File: config.mk
export PLATFORM = sky130hd
export DESIGN_NAME = sram_async_ctrl
export DESIGN_NICKNAME = d
export VERILOG_FILES = /design/src/rtl/sram_ctrl_pkg.sv /design/src/rtl/sram_ctrl_seq.sv /design/src/rtl/sram_ctrl_pins.sv /design/src/rtl/sram_async_ctrl.sv
export SDC_FILE = /design/constraint.sdc
export NUM_CORES = 1
export LEC_CHECK = 0
export BUFFER_PORTS_ARGS = -buffer_cell sky130_fd_sc_hd__buf_2
export CAP_MARGIN = 20
export CORE_MARGIN = 3
export CORE_UTILIZATION = 51
export CTS_CLUSTER_DIAMETER = 200
export CTS_CLUSTER_SIZE = 30
export DETAILED_ROUTE_END_ITERATION = 12
export GPL_TIMING_DRIVEN = 0
export HOLD_SLACK_MARGIN = 0.15
export PLACE_DENSITY = 0.93
export SLEW_MARGIN = 20
export SYNTH_ARGS = -nofsm -noshare
export SYNTH_HDL_FRONTEND = slang
export SYNTH_SLANG_ARGS = --single-unit
File: constraint.sdc
create_clock -name clk -period 3.25 [get_ports clk]
set_input_delay 0.1625 -clock clk [delete_from_list [all_inputs] [get_ports clk]]
set_output_delay 0.1625 -clock clk [all_outputs]
set_load 0.005 [all_outputs]
File: src/rtl/sram_ctrl_pkg.sv
package sram_ctrl_pkg;

   typedef enum logic [2:0] {
      ST_IDLE,
      ST_WSET,
      ST_WPUL,
      ST_WHLD,
      ST_RACC,
      ST_RFLT
   } state_e;

   typedef struct packed {
      logic cs_n;
      logic cs;
      logic we_n;
      logic oe_n;
      logic dq_oe;
   } pins_t;

   localparam pins_t PINS_IDLE = '{cs_n: 1'b1, cs: 1'b0, we_n: 1'b1, oe_n: 1'b1, dq_oe: 1'b0};

   // ceiling of a picosecond figure over the clock period, never below one cycle
   function automatic int ps_to_cyc(input int ps, input int clk_ps);
      int c;
      c = (ps + clk_ps - 1) / clk_ps;
      return (c < 1) ? 1 : c;
   endfunction

   function automatic int imax(input int a, input int b);
      return (a > b) ? a : b;
   endfunction

   function automatic pins_t decode_pins(input state_e s);
      pins_t p;
      p = PINS_IDLE;
      if (s inside {ST_WSET, ST_WPUL, ST_WHLD, ST_RACC}) begin
         p.cs_n = 1'b0;
         p.cs   = 1'b1;
      end
      if (s == ST_WPUL) p.we_n = 1'b0;
      if (s == ST_RACC) p.oe_n = 1'b0;
      if (s inside {ST_WSET, ST_WPUL, ST_WHLD}) p.dq_oe = 1'b1;
      return p;
   endfunction

endpackage

File: src/rtl/sram_ctrl_seq.sv
module sram_ctrl_seq
   import sram_ctrl_pkg::*;
#(
   parameter int ADDR_W = 13,
   parameter int DATA_W = 8,
   parameter int RD_CYC = 2,
   parameter int WP_CYC = 2,
   parameter int HZ_CYC = 1
) (
   input  logic              clk,
   input  logic              rst_n,
   input  logic              req_valid,
   input  logic              req_write,
   input  logic [ADDR_W-1:0] req_addr,
   input  logic [DATA_W-1:0] req_wdata,
   input  logic [DATA_W-1:0] rd_byte_i,
   output state_e            st_q,
   output state_e            st_d,
   output logic [ADDR_W-1:0] addr_q,
   output logic [DATA_W-1:0] wdata_q,
   output logic [DATA_W-1:0] rdata_q,
   output logic              ack_q
);
   localparam int CNT_MAX = imax(imax(RD_CYC, WP_CYC), HZ_CYC);
   localparam int CNT_W   = $clog2(CNT_MAX + 1);

   logic [CNT_W-1:0] cnt_q, cnt_d;
   logic             ack_d, accept, capture;

   always_comb begin
      st_d    = st_q;
      cnt_d   = cnt_q;
      ack_d   = 1'b0;
      accept  = 1'b0;
      capture = 1'b0;
      case (st_q)
         ST_IDLE: begin
            // the ack cycle still carries the previous request: skip it
            if (req_valid && !ack_q) begin
               accept = 1'b1;
               if (req_write) begin
                  st_d = ST_WSET;
               end else begin
                  st_d  = ST_RACC;
                  cnt_d = CNT_W'(RD_CYC - 1);
               end
            end
         end
         ST_WSET: begin
            st_d  = ST_WPUL;
            cnt_d = CNT_W'(WP_CYC - 1);
         end
         ST_WPUL: begin
            if (cnt_q == '0) st_d = ST_WHLD;
            else             cnt_d = cnt_q - 1'b1;
         end
         ST_WHLD: begin
            st_d  = ST_IDLE;
            ack_d = 1'b1;
         end
         ST_RACC: begin
            if (cnt_q == '0) begin
               st_d    = ST_RFLT;
               cnt_d   = CNT_W'(HZ_CYC - 1);
               ack_d   = 1'b1;
               capture = 1'b1;
            end else begin
               cnt_d = cnt_q - 1'b1;
            end
         end
         ST_RFLT: begin
            if (cnt_q == '0) st_d = ST_IDLE;
            else             cnt_d = cnt_q - 1'b1;
         end
         default: st_d = ST_IDLE;
      endcase
   end

   always_ff @(posedge clk or negedge rst_n) begin
      if (!rst_n) begin
         st_q    <= ST_IDLE;
         cnt_q   <= '0;
         ack_q   <= 1'b0;
         addr_q  <= '0;
         wdata_q <= '0;
         rdata_q <= '0;
      end else begin
         st_q  <= st_d;
         cnt_q <= cnt_d;
         ack_q <= ack_d;
         if (accept) begin
            addr_q  <= req_addr;
            wdata_q <= req_wdata;
         end
         if (capture) rdata_q <= rd_byte_i;
      end
   end

   // acknowledge never lasts two cycles
   assert_ack_single_R8: assert property (@(posedge clk) disable iff (!rst_n)
      ack_q |=> !ack_q);

endmodule

File: src/rtl/sram_ctrl_pins.sv
module sram_ctrl_pins
   import sram_ctrl_pkg::*;
#(
   parameter bit OUT_REG = 1'b1
) (
   input  logic   clk,
   input  logic   rst_n,
   input  state_e st_q,
   input  state_e st_d,
   output pins_t  pins
);
   generate
      if (OUT_REG) begin : g_reg
         // flops fed from the next state: same timing, glitch-free strobes
         pins_t pins_r;
         logic  unused_st;
         assign unused_st = ^st_q;
         always_ff @(posedge clk or negedge rst_n) begin
            if (!rst_n) pins_r <= PINS_IDLE;
            else        pins_r <= decode_pins(st_d);
         end
         assign pins = pins_r;
      end else begin : g_comb
         logic unused_st;
         assign unused_st = ^st_d;
         assign pins = decode_pins(st_q);
      end
   endgenerate

   // write strobe only inside a full select with outputs disabled
   assert_we_in_select_R2: assert property (@(posedge clk) disable iff (!rst_n)
      !pins.we_n |-> (!pins.cs_n && pins.cs && pins.oe_n));

   // memory output window never overlaps the controller's drivers
   assert_oe_no_drive_R5: assert property (@(posedge clk) disable iff (!rst_n)
      !pins.oe_n |-> (!pins.dq_oe && pins.we_n));

   // drivers stay off in the cycle after output enable is released
   assert_turnaround_R7: assert property (@(posedge clk) disable iff (!rst_n)
      $rose(pins.oe_n) |=> !pins.dq_oe);

endmodule

File: src/rtl/sram_async_ctrl.sv
module sram_async_ctrl
   import sram_ctrl_pkg::*;
#(
   parameter int ADDR_W    = 13,
   parameter int DATA_W    = 8,
   parameter bit OUT_REG   = 1'b1,
   parameter int CLK_PS    = 10000,
   parameter int T_WC_PS   = 15000,
   parameter int T_AA_PS   = 15000,
   parameter int T_DOE_PS  = 8000,
   parameter int T_PWE_PS  = 12000,
   parameter int T_AW_PS   = 12000,
   parameter int T_SD_PS   = 8000,
   parameter int T_HZ_PS   = 7000
) (
   input  logic              clk,
   input  logic              rst_n,
   input  logic              req_valid,
   input  logic              req_write,
   input  logic [ADDR_W-1:0] req_addr,
   input  logic [DATA_W-1:0] req_wdata,
   output logic              rsp_ack,
   output logic [DATA_W-1:0] rsp_rdata,
   output logic [ADDR_W-1:0] mem_addr,
   output logic              mem_cs_n,
   output logic              mem_cs,
   output logic              mem_we_n,
   output logic              mem_oe_n,
   output logic [DATA_W-1:0] mem_dq_o,
   output logic              mem_dq_oe,
   input  logic [DATA_W-1:0] mem_dq_i
);
   localparam int C_WC   = ps_to_cyc(T_WC_PS,  CLK_PS);
   localparam int C_AA   = ps_to_cyc(T_AA_PS,  CLK_PS);
   localparam int C_DOE  = ps_to_cyc(T_DOE_PS, CLK_PS);
   localparam int C_PWE  = ps_to_cyc(T_PWE_PS, CLK_PS);
   localparam int C_AW   = ps_to_cyc(T_AW_PS,  CLK_PS);
   localparam int C_SD   = ps_to_cyc(T_SD_PS,  CLK_PS);
   localparam int C_HZ   = ps_to_cyc(T_HZ_PS,  CLK_PS);
   // one setup cycle and one hold cycle frame the write pulse
   localparam int RD_CYC = imax(imax(C_AA, C_DOE), C_WC);
   localparam int WP_CYC = imax(imax(C_PWE, C_SD), imax(C_AW - 1, C_WC - 2));
   localparam int HZ_CYC = C_HZ;

   initial begin
      assert_param_widths: assert (ADDR_W >= 1 && DATA_W >= 1)
         else $error("address and data widths must be positive");
      assert_param_clock: assert (CLK_PS > 0)
         else $error("clock period must be positive");
   end

   state_e            st_q, st_d;
   logic [ADDR_W-1:0] addr_q;
   logic [DATA_W-1:0] wdata_q;
   pins_t             pins;

   sram_ctrl_seq #(
      .ADDR_W (ADDR_W),
      .DATA_W (DATA_W),
      .RD_CYC (RD_CYC),
      .WP_CYC (WP_CYC),
      .HZ_CYC (HZ_CYC)
   ) seq_i (
      .clk       (clk),
      .rst_n     (rst_n),
      .req_valid (req_valid),
      .req_write (req_write),
      .req_addr  (req_addr),
      .req_wdata (req_wdata),
      .rd_byte_i (mem_dq_i),
      .st_q      (st_q),
      .st_d      (st_d),
      .addr_q    (addr_q),
      .wdata_q   (wdata_q),
      .rdata_q   (rsp_rdata),
      .ack_q     (rsp_ack)
   );

   sram_ctrl_pins #(
      .OUT_REG (OUT_REG)
   ) pins_i (
      .clk   (clk),
      .rst_n (rst_n),
      .st_q  (st_q),
      .st_d  (st_d),
      .pins  (pins)
   );

   assign mem_addr  = addr_q;
   assign mem_dq_o  = wdata_q;
   assign mem_cs_n  = pins.cs_n;
   assign mem_cs    = pins.cs;
   assign mem_we_n  = pins.we_n;
   assign mem_oe_n  = pins.oe_n;
   assign mem_dq_oe = pins.dq_oe;

   // data driven and address/data steady on the write-ending edge
   assert_write_end_hold_R3: assert property (@(posedge clk) disable iff (!rst_n)
      $rose(mem_we_n) |-> (mem_dq_oe && $stable(mem_addr) && $stable(mem_dq_o)));

   // drivers already on a cycle before the write strobe falls
   assert_write_setup_R4: assert property (@(posedge clk) disable iff (!rst_n)
      $fell(mem_we_n) |-> $past(mem_dq_oe));

   // address frozen while the memory stays selected
   assert_addr_stable_R9: assert property (@(posedge clk) disable iff (!rst_n)
      (!mem_cs_n && $past(!mem_cs_n)) |-> $stable(mem_addr));

   // memory deselected whenever completion is signalled
   assert_ack_deselected_R10: assert property (@(posedge clk) disable iff (!rst_n)
      rsp_ack |-> (mem_cs_n && !mem_cs));

endmodule

==> metrics.md, run 1 <==
| Metric | Value |
|---|---|
| Status | complete, no violations |
| Die X | ~65 um |
| Met2 Resource Use GR | between 40% and 50% |
| Psw | between 800 and 900 uW |
| Final #Nets | 277 |
| Fmax | between 500 and 600 MHz |
| Post-route ant nets | 0 |
| Design area | 2510 um^2 |
| Gr busiest metal | met2 |
| Cell taking the most area after synthesis | dfrtp_1 |
| Vias in the first global route | approximately 1700 |
| Sw Ratio | roughly 37% |
| PD cells | between 800 and 900 nW/um^2 |
| Drt wl/cell | about 19 um |
| Vias per inst | 5.51 |
| Reg clk slew, reported paths | around 110 ps |
| Initial Utilization | a little under three fifths |
| Post-synth EDFFs | 0 |
| Max_cap viols | 0 |
| Longest Clk Path Bufs | 2 |
| Critical path origin | seq_i.cnt_q[0]$_DFFE_PN0P_ |
| Min cycle time layout | roughly 2000 ps |
| Peak VDD IR | about 0.55 mV |
| Top cell type's share of synthesized area | about 53% |
| R2R Path Start | seq_i.cnt_q[0]$_DFFE_PN0P_ |
| Leakage Power | ~1.2 nW |
| Crit. End Element | register |
| Clock Latency Late Sink | between 300 and 400 ps |
| Hold_sp | req_valid |
| Clock Skew | a little under 7 ps |
| Seq pwr share | around two fifths |
| Global-route wire length before repair | 8.69 mm |
| Final Hold Viols | 0 |
| Pin count of the biggest net entering global routing | 41 |
| RSZ-0062 raised after global routing | no |
| Least-Margin Pin Slew | approximately 860 ps |
| Clock power frac | 12.4% |
| Arr. time, crit path | 2200 ps |
| 1st-iter DRT viols | 44 |
| Final Max Tran Viols | 0 |
| Top FF cell, synth | dfrtp_1 |
| Row cnt | 20 |
| ANT cells | 0 |
| Drt drc | 0 |
| Share of post-route cells with drive strength above 1 | between 40% and 50% |
| Post-synth ARST share | 100% |
| Setup CP Type | register to register |
| Routability Congestion | around 0.9 |
| Setup-failing EPs final | 0 |
| Post-DP HPWL | around 2.8 mm |
| First-pass DRT Iterations | 4 |
| Die Y | between 60 and 70 um |
| Routing usage on met3 | 6.07% |
| Area grow syn2layout | 43.8% |
| Worst-path maximum fanout | 10 |
| Logic pwr share | 47.4% |
| Int Pwr | 1.42 mW |
| Crit path launch type | register |
| GR Overflow Total | 0 |
| Worst hold path type | input pin to register |
| IO buf count | between 60 and 70 |
| Die Area | between 4000 and 5000 um^2 |
| Sequential area share after synthesis | between 50% and 60% |
| M1 GR Usage | between 30% and 40% |
| Setup_tns | 0 ps |
| Total number of H-tree levels | 2 |
| Ys Warns | 0 |
| Area contributors post-synth | dfrtp_1 53%, mux2_2 19%, dfstp_2 4.5%, o21ai_0 2.6%, ha_1 2.1% |
| Final Cycle Share | just over 60% |
| IO Pins | between 60 and 70 |
| Most used cell, CP | buf_2 |
| CTS Buf Count | 5 |
| Slowest stage cell, crit path | dfrtp_1 |
| Post-Syn Nets | between 150 and 200 |
| Cell count after synthesis | approximately 140 |
| Crit-path cells | inv_1 > ha_1 > buf_2 > and3_1 > buf_2 > mux2_2 |
| CP Data Required Time | around 3500 ps |
| Syn_area_per_cell | between 10 and 15 um^2 |
| Root buf cell | clkbuf_4 |
| Synth Cell Area | around 1700 um^2 |
| Initial antenna violation count | 0 |
| Distinct cells, synth | 36 |
| Final WL | between 5 and 6 mm |
| Gr usage total | roughly 28% |
| Vias | approximately 1600 |
| Placed cell areas | between 2000 and 2500 um^2 |
| Area of the core | about 3200 um^2 |
| Clock sink total | 40 |
| CTS tree | yes |
| CP peak stage delay | roughly 480 ps |
| #FFs+latches synth | 40 |
| Relative slew slack | roughly 42% |
Yosys cell counts (2+ instances only):
library cell  instances
nand2b_1              2
inv_1                 5
nor3_1                2
o21ai_0               9
nand2_1               4
mux2_2               29
dfrtp_1              37
ha_1                  3
clkbuf_1              3
buf_2                 4
a211oi_1              3
a21oi_1               4
dfstp_2               3
nor2_1                6
cell families (layout without fill, tap and decap cells):
logic type / after synthesis / after routing / synth area share, %
flip-flops: 40 / 40 / 57.5
multiplexers: 30 / 30 / 19.3
XOR/XNOR: 1 / 1 / 0.501
AO/OA/AOI/OAI: 24 / 24 / 8.59
buffers and inverters: 14 / 119 / 3.94
AND/OR/NAND/NOR: 24 / 24 / 8.09
adder cells (fa/ha/maj): 3 / 3 / 2.15
registers in the layout, summed over array words and instances, names as in the netlist:
signal,count
pins_i.pins,5
seq_i.ack_q,1
seq_i.cnt_q,2
seq_i.wdata_q,8
seq_i.addr_q,13
seq_i.st_q,3
seq_i.rdata_q,8
area by class of cell:
class	instances	area, um^2
sequential	40	1000
tap	44	55.1
fill	170	639
clock buffer	7	65.1
inverter	5	18.8
timing repair buffer	98	646
buffer	9	50.0
multi-input combinational	82	674
cell usage in the layout (no fill, tap or decap), types with 3 or more instances in the layout:
master and n:
mux2_2 29, clkbuf_4 5, clkbuf_1 3, nand2_1 4
a211oi_1 3, o21ai_0 9, dfstp_2 3, ha_1 3
buf_2 71, inv_1 5, dlygate4sd3_1 31, dfrtp_1 37
a21oi_1 4, nor2_1 6
path summary, 6_finish.rpt:
check,endpoint,slack [ps],depth (start not counted)
max in group asynchronous,seq_i.rdata_q[4]$_DFFE_PN0P_,2240,2
min reg2reg,seq_i.wdata_q[5]$_DFFE_PN0P_,510,1
min,seq_i.st_q[0]$_DFF_PN0_,270,4
max reg2reg,seq_i.rdata_q[4]$_DFFE_PN0P_,1270,6
max,seq_i.rdata_q[4]$_DFFE_PN0P_,1270,6
min in group asynchronous,seq_i.addr_q[2]$_DFFE_PN0P_,480,2
critical path, delay by kind of cell (launching register included):
kind	cells	cell delay, ps
buffers and inverters	3	600
DFF	1	480
muxes	1	400
adders and majority gates	1	210
and+or+nand+nor	1	170
power by group through the flow:
stage	Clock [mW]	Combinational (mW)	Sequential (mW)
floorplan	0	0.576	0.901
global placement	0	0.931	0.869
detailed placement	0	0.969	0.885
CTS	0.278	0.998	0.878
global route	0.301	1.15	0.926
finish	0.279	1.06	0.901
repair_timing:
item | in CTS | in global routing
hold endpoints to repair | 68 | 0
hold buffers | 31 | 0
buffers inserted | 0 | 0
gates resized for setup | 0 | 0
through the flow:
stage	worst slack, ps	hold slack (ps)	power [mW]	util (%)	instances
after global placement	1440	317	1.80	67.8	247
final	1270	274	2.24	79.7	285
after detailed placement	1360	319	1.85	67.8	247
after global routing	1220	269	2.37	79.7	285
after CTS	1340	242	2.15	79.7	285
after floorplan	1510	-133	1.48	-	136
routing by layer:
layer / up-vias / share of wire (%)
met5: - / 0
met4: 0 / 4.8
met3: 26 / 6.6
met2: 88 / 51
met1: 770 / 37
li1: 687 / -
Power figures use the tool's default switching activity.
==> run 2, diff against run 1 <==
ABC_AREA = 1   (was default)
CORE_UTILIZATION = 44   (was 51)
PLACE_DENSITY = 0.85   (was 0.93)
clock period = 1.8 ns   (was 3.25 ns; I/O delays follow)
==> run 2 against run 1 <==
Net effect: clock-buffer cell count shrank 1; via count increased by 6.4%; routed wire length shrank 18%; final area is 8.1% higher; hold slack got worse by 73 ps; synthesized area rose by 9.4%; first-iteration DRC count is 120% higher; sequential share of layout area decreased by 3.0 points; combinational power grew 77%; largest cell class unchanged.
==> metrics.md, run 2 <==
| Metric | Value |
|---|---|
| Cell count after synthesis | 209 (was 136) |
| Commonest non-fill, non-tap cell in the layout | buf_2 (unchanged) |
| Biggest register | seq_i.addr_q (unchanged) |
| Max_cap viols | 0 (unchanged) |
| Reg-to-reg slack, setup | 340 ps (was 1270 ps) |
| Area grow syn2layout | 42.1% (was 43.8%) |
| Initial Utilization | 46.8% (was 55.4%) |
| Synth Cell Area | 1910 um^2 (was 1750 um^2) |
| Top cell type's share of synthesized area | 48.4% (was 53.0%) |
| CP Data Required Time | 2040 ps (was 3470 ps) |
| Sequential area share after synthesis | 52.6% (was 57.5%) |
| Reg clk slew, reported paths | 80 ps (was 110 ps) |
| Synth top cells by count | 67 x nand2_1, 37 x dfrtp_1, 37 x inv_1 (was 37 x dfrtp_1, 29 x mux2_2, 9 x o21ai_0) |
| Top-count cell post-synth | nand2_1 (was dfrtp_1) |
| Final WS setup | 335 ps (was 1270 ps) |
| Final WL | 4.43 mm (was 5.38 mm) |
| Crit. End Element | register (unchanged) |
| First-pass DRT Iterations | 4 (unchanged) |
| Ys Warns | 0 (unchanged) |
| 1st-iter DRT viols | 98 (was 44) |
| Post-DP HPWL | 2.84 mm (was 2.77 mm) |
| Global-route wire length before repair | 7.38 mm (was 8.69 mm) |
| Vias per inst | 4.59 (was 5.51) |
| Number of flip-flops under the largest register name | 13 (unchanged) |
| RSZ-0062 raised after global routing | no (unchanged) |
| Min cycle time layout | 1460 ps (was 1980 ps) |
| Final Cycle Share | 81.4% (was 60.8%) |
| Routability Congestion | 0.824 (was 0.892) |
| Pre-CTS WS | 355 ps (was 1360 ps) |
| Longest Clk Path Bufs | 2 (unchanged) |
| Syn_area_per_cell | 9.15 um^2 (was 12.9 um^2) |
| PD cells | 1530 nW/um^2 (was 892 nW/um^2) |
| IO buf count | 67 (unchanged) |
| Post-synth EDFFs | 0 (unchanged) |
| Gr usage total | 18.5% (was 27.7%) |
| Status | complete, no violations (unchanged) |
| Largest regs | seq_i.addr_q x13, seq_i.rdata_q x8, seq_i.wdata_q x8 (unchanged) |
| Clock Skew | 5.37 ps (was 6.80 ps) |
| Setup-failing EPs final | 0 (unchanged) |
| Total power | 4.16 mW (was 2.24 mW) |
| Pin count of the biggest net entering global routing | 41 (unchanged) |
| Final Max Tran Viols | 0 (unchanged) |
| Most frequent cells in the layout | 68 x buf_2, 67 x nand2_1, 37 x inv_1, 37 x dfrtp_1, 30 x dlygate4sd3_1 (was 71 x buf_2, 37 x dfrtp_1, 31 x dlygate4sd3_1) |
| Hold_ws | 200 ps (was 274 ps) |
| Worst hold path type | input pin to register (unchanged) |
| Total number of H-tree levels | 2 (unchanged) |
| Hold buffer count at cts | 30 (was 31) |
| Initial antenna violation count | 0 (unchanged) |
| Clock Latency Late Sink | 290 ps (was 340 ps) |
| Leakage Power | 1.53 nW (was 1.21 nW) |
| Final Hold Viols | 0 (unchanged) |
| Area contributors post-synth | dfrtp_1 48%, nand2_1 13%, o21ai_2 9.6%, inv_1 7.3%, dfstp_2 4.1% (was dfrtp_1 53%, mux2_2 19%, dfstp_2 4.5%, o21ai_0 2.6%, ha_1 2.1%) |
| Least-Margin Pin Slew | 878 ps (was 863 ps) |
| Post-CTS Setup Inserts | 0 (unchanged) |
| Row cnt | 23 (was 20) |
| Die Y | 71.9 um (was 64.5 um) |
| Top FF cell, synth | dfrtp_1 (unchanged) |
| Post-synth ARST share | 100% (unchanged) |
| GR Overflow Total | 0 (unchanged) |
| ANT cells | 0 (unchanged) |
| Setup_tns | 0 ps (unchanged) |
| IO Pins | 68 (unchanged) |
| Post-Syn Nets | 245 (was 172) |
| Clock sink total | 40 (unchanged) |
| Cell taking the most area after synthesis | dfrtp_1 (unchanged) |
| Post-route ant nets | 0 (unchanged) |
| Fmax | 683 MHz (was 506 MHz) |
| Die X | 71.9 um (was 64.5 um) |
| Distinct cells, synth | 21 (was 36) |
| Relative slew slack | 41.4% (was 42.5%) |
| Worst-path maximum fanout | 5 (was 10) |
| CTS Buf Count | 5 (unchanged) |
| Setup CP Type | register to register (unchanged) |
| Share of post-route cells with drive strength above 1 | 37.3% (was 47.7%) |
| Vias in the first global route | 1646 (was 1745) |
| Peak VDD IR | 0.853 mV (was 0.547 mV) |
| Root buf cell | clkbuf_8 (was clkbuf_4) |
| Vias | 1672 (was 1571) |
| Placed insts | 326 (was 247) |
| Arr. time, crit path | 1700 ps (was 2200 ps) |
| Drt wl/cell | 12.2 um (was 18.9 um) |
| Finished Layout Cells | 364 (was 285) |
| Die Area | 5170 um^2 (was 4170 um^2) |
| #FFs+latches synth | 40 (unchanged) |
| Post-CTS Resized | 0 (unchanged) |
| Crit path launch type | register (unchanged) |
| Drt drc | 0 (unchanged) |
| Final #Nets | 349 (was 277) |
| Fill count | 317 (was 170) |
| Area of the core | 4090 um^2 (was 3150 um^2) |
| CTS tree | yes (unchanged) |
==> run 2: changes by cell type after synthesis, moves of 5 or more <==
cell / before / now
inv_1: 5 / 37
mux2_2: 29 / 0
nand3_1: 1 / 10
o21ai_0: 9 / 2
nand2_1: 4 / 67
buf_6: 1 / 6
o21ai_2: 0 / 21
==> run 2: cell families after synthesis <==
logic type / Yosys count / synth area share (%)
AO/OA/AOI/OAI: 27 / 11.3
flip-flops: 40 / 52.6
adder cells (fa/ha/maj): 3 / 1.96
buffers and inverters: 47 / 11.9
AND/OR/NAND/NOR: 92 / 22.3
==> run 2: worst paths after layout <==
kind                                              start                      endpoint  cells after the start
max                          seq_i.cnt_q[0]$_DFFE_PN0P_      pins_i.pins[3]$_DFF_PN0_                      8
min                                           req_valid   seq_i.addr_q[0]$_DFFE_PN0P_                      4
max reg2reg                  seq_i.cnt_q[0]$_DFFE_PN0P_      pins_i.pins[3]$_DFF_PN0_                      8
min reg2reg                seq_i.wdata_q[2]$_DFFE_PN0P_  seq_i.wdata_q[2]$_DFFE_PN0P_                      2
max in group asynchronous                         rst_n  seq_i.rdata_q[6]$_DFFE_PN0P_                      2
min in group asynchronous                         rst_n      pins_i.pins[0]$_DFF_PN0_                      2
==> run 2: per-layer routing <==
layer	track usage, %	part of all wire (%)
met5	0	0
met4	8.77	2.4
met3	4.02	5.3
met2	32.0	50
met1	21.8	42
==> run 2: area by class of cell <==
| cell class | instances | area (um^2) | share of cell area [%] |
|---|---|---|---|
| timing repair buffer | 97 | 636 | 23.4 |
| multi-input combinational | 122 | 679 | 25.0 |
| tap | 50 | 62.6 | 2.30 |
| clock inverter | 2 | 35.0 | 1.29 |
| buffer | 7 | 72.6 | 2.67 |
| clock buffer | 6 | 72.6 | 2.67 |
| sequential | 40 | 1000 | 37.0 |
| inverter | 40 | 155 | 5.71 |
==> run 2: metrics by stage <==
stage	utilization [%]	instance area (um^2)
after global routing	66.5	2720
after CTS	66.5	2720
after floorplan	-	1910
after global placement	56.5	2310
final	66.5	2720
after detailed placement	56.5	2310
==> run 2: where the power goes <==
part	total, mW	internal (mW)	switching [mW]
clock network	0.717	0.411	0.306
logic	1.88	0.839	1.04
registers	1.57	1.35	0.223
==> run 2: worst max-delay path: stages (launching register included) <==
cell and delay (ps):
dfrtp_1 390, inv_1 130, ha_1 270, inv_1 60, nand2_1 110, nand3_1 90
nor2_2 180, nand3_2 100, nand2_1 80
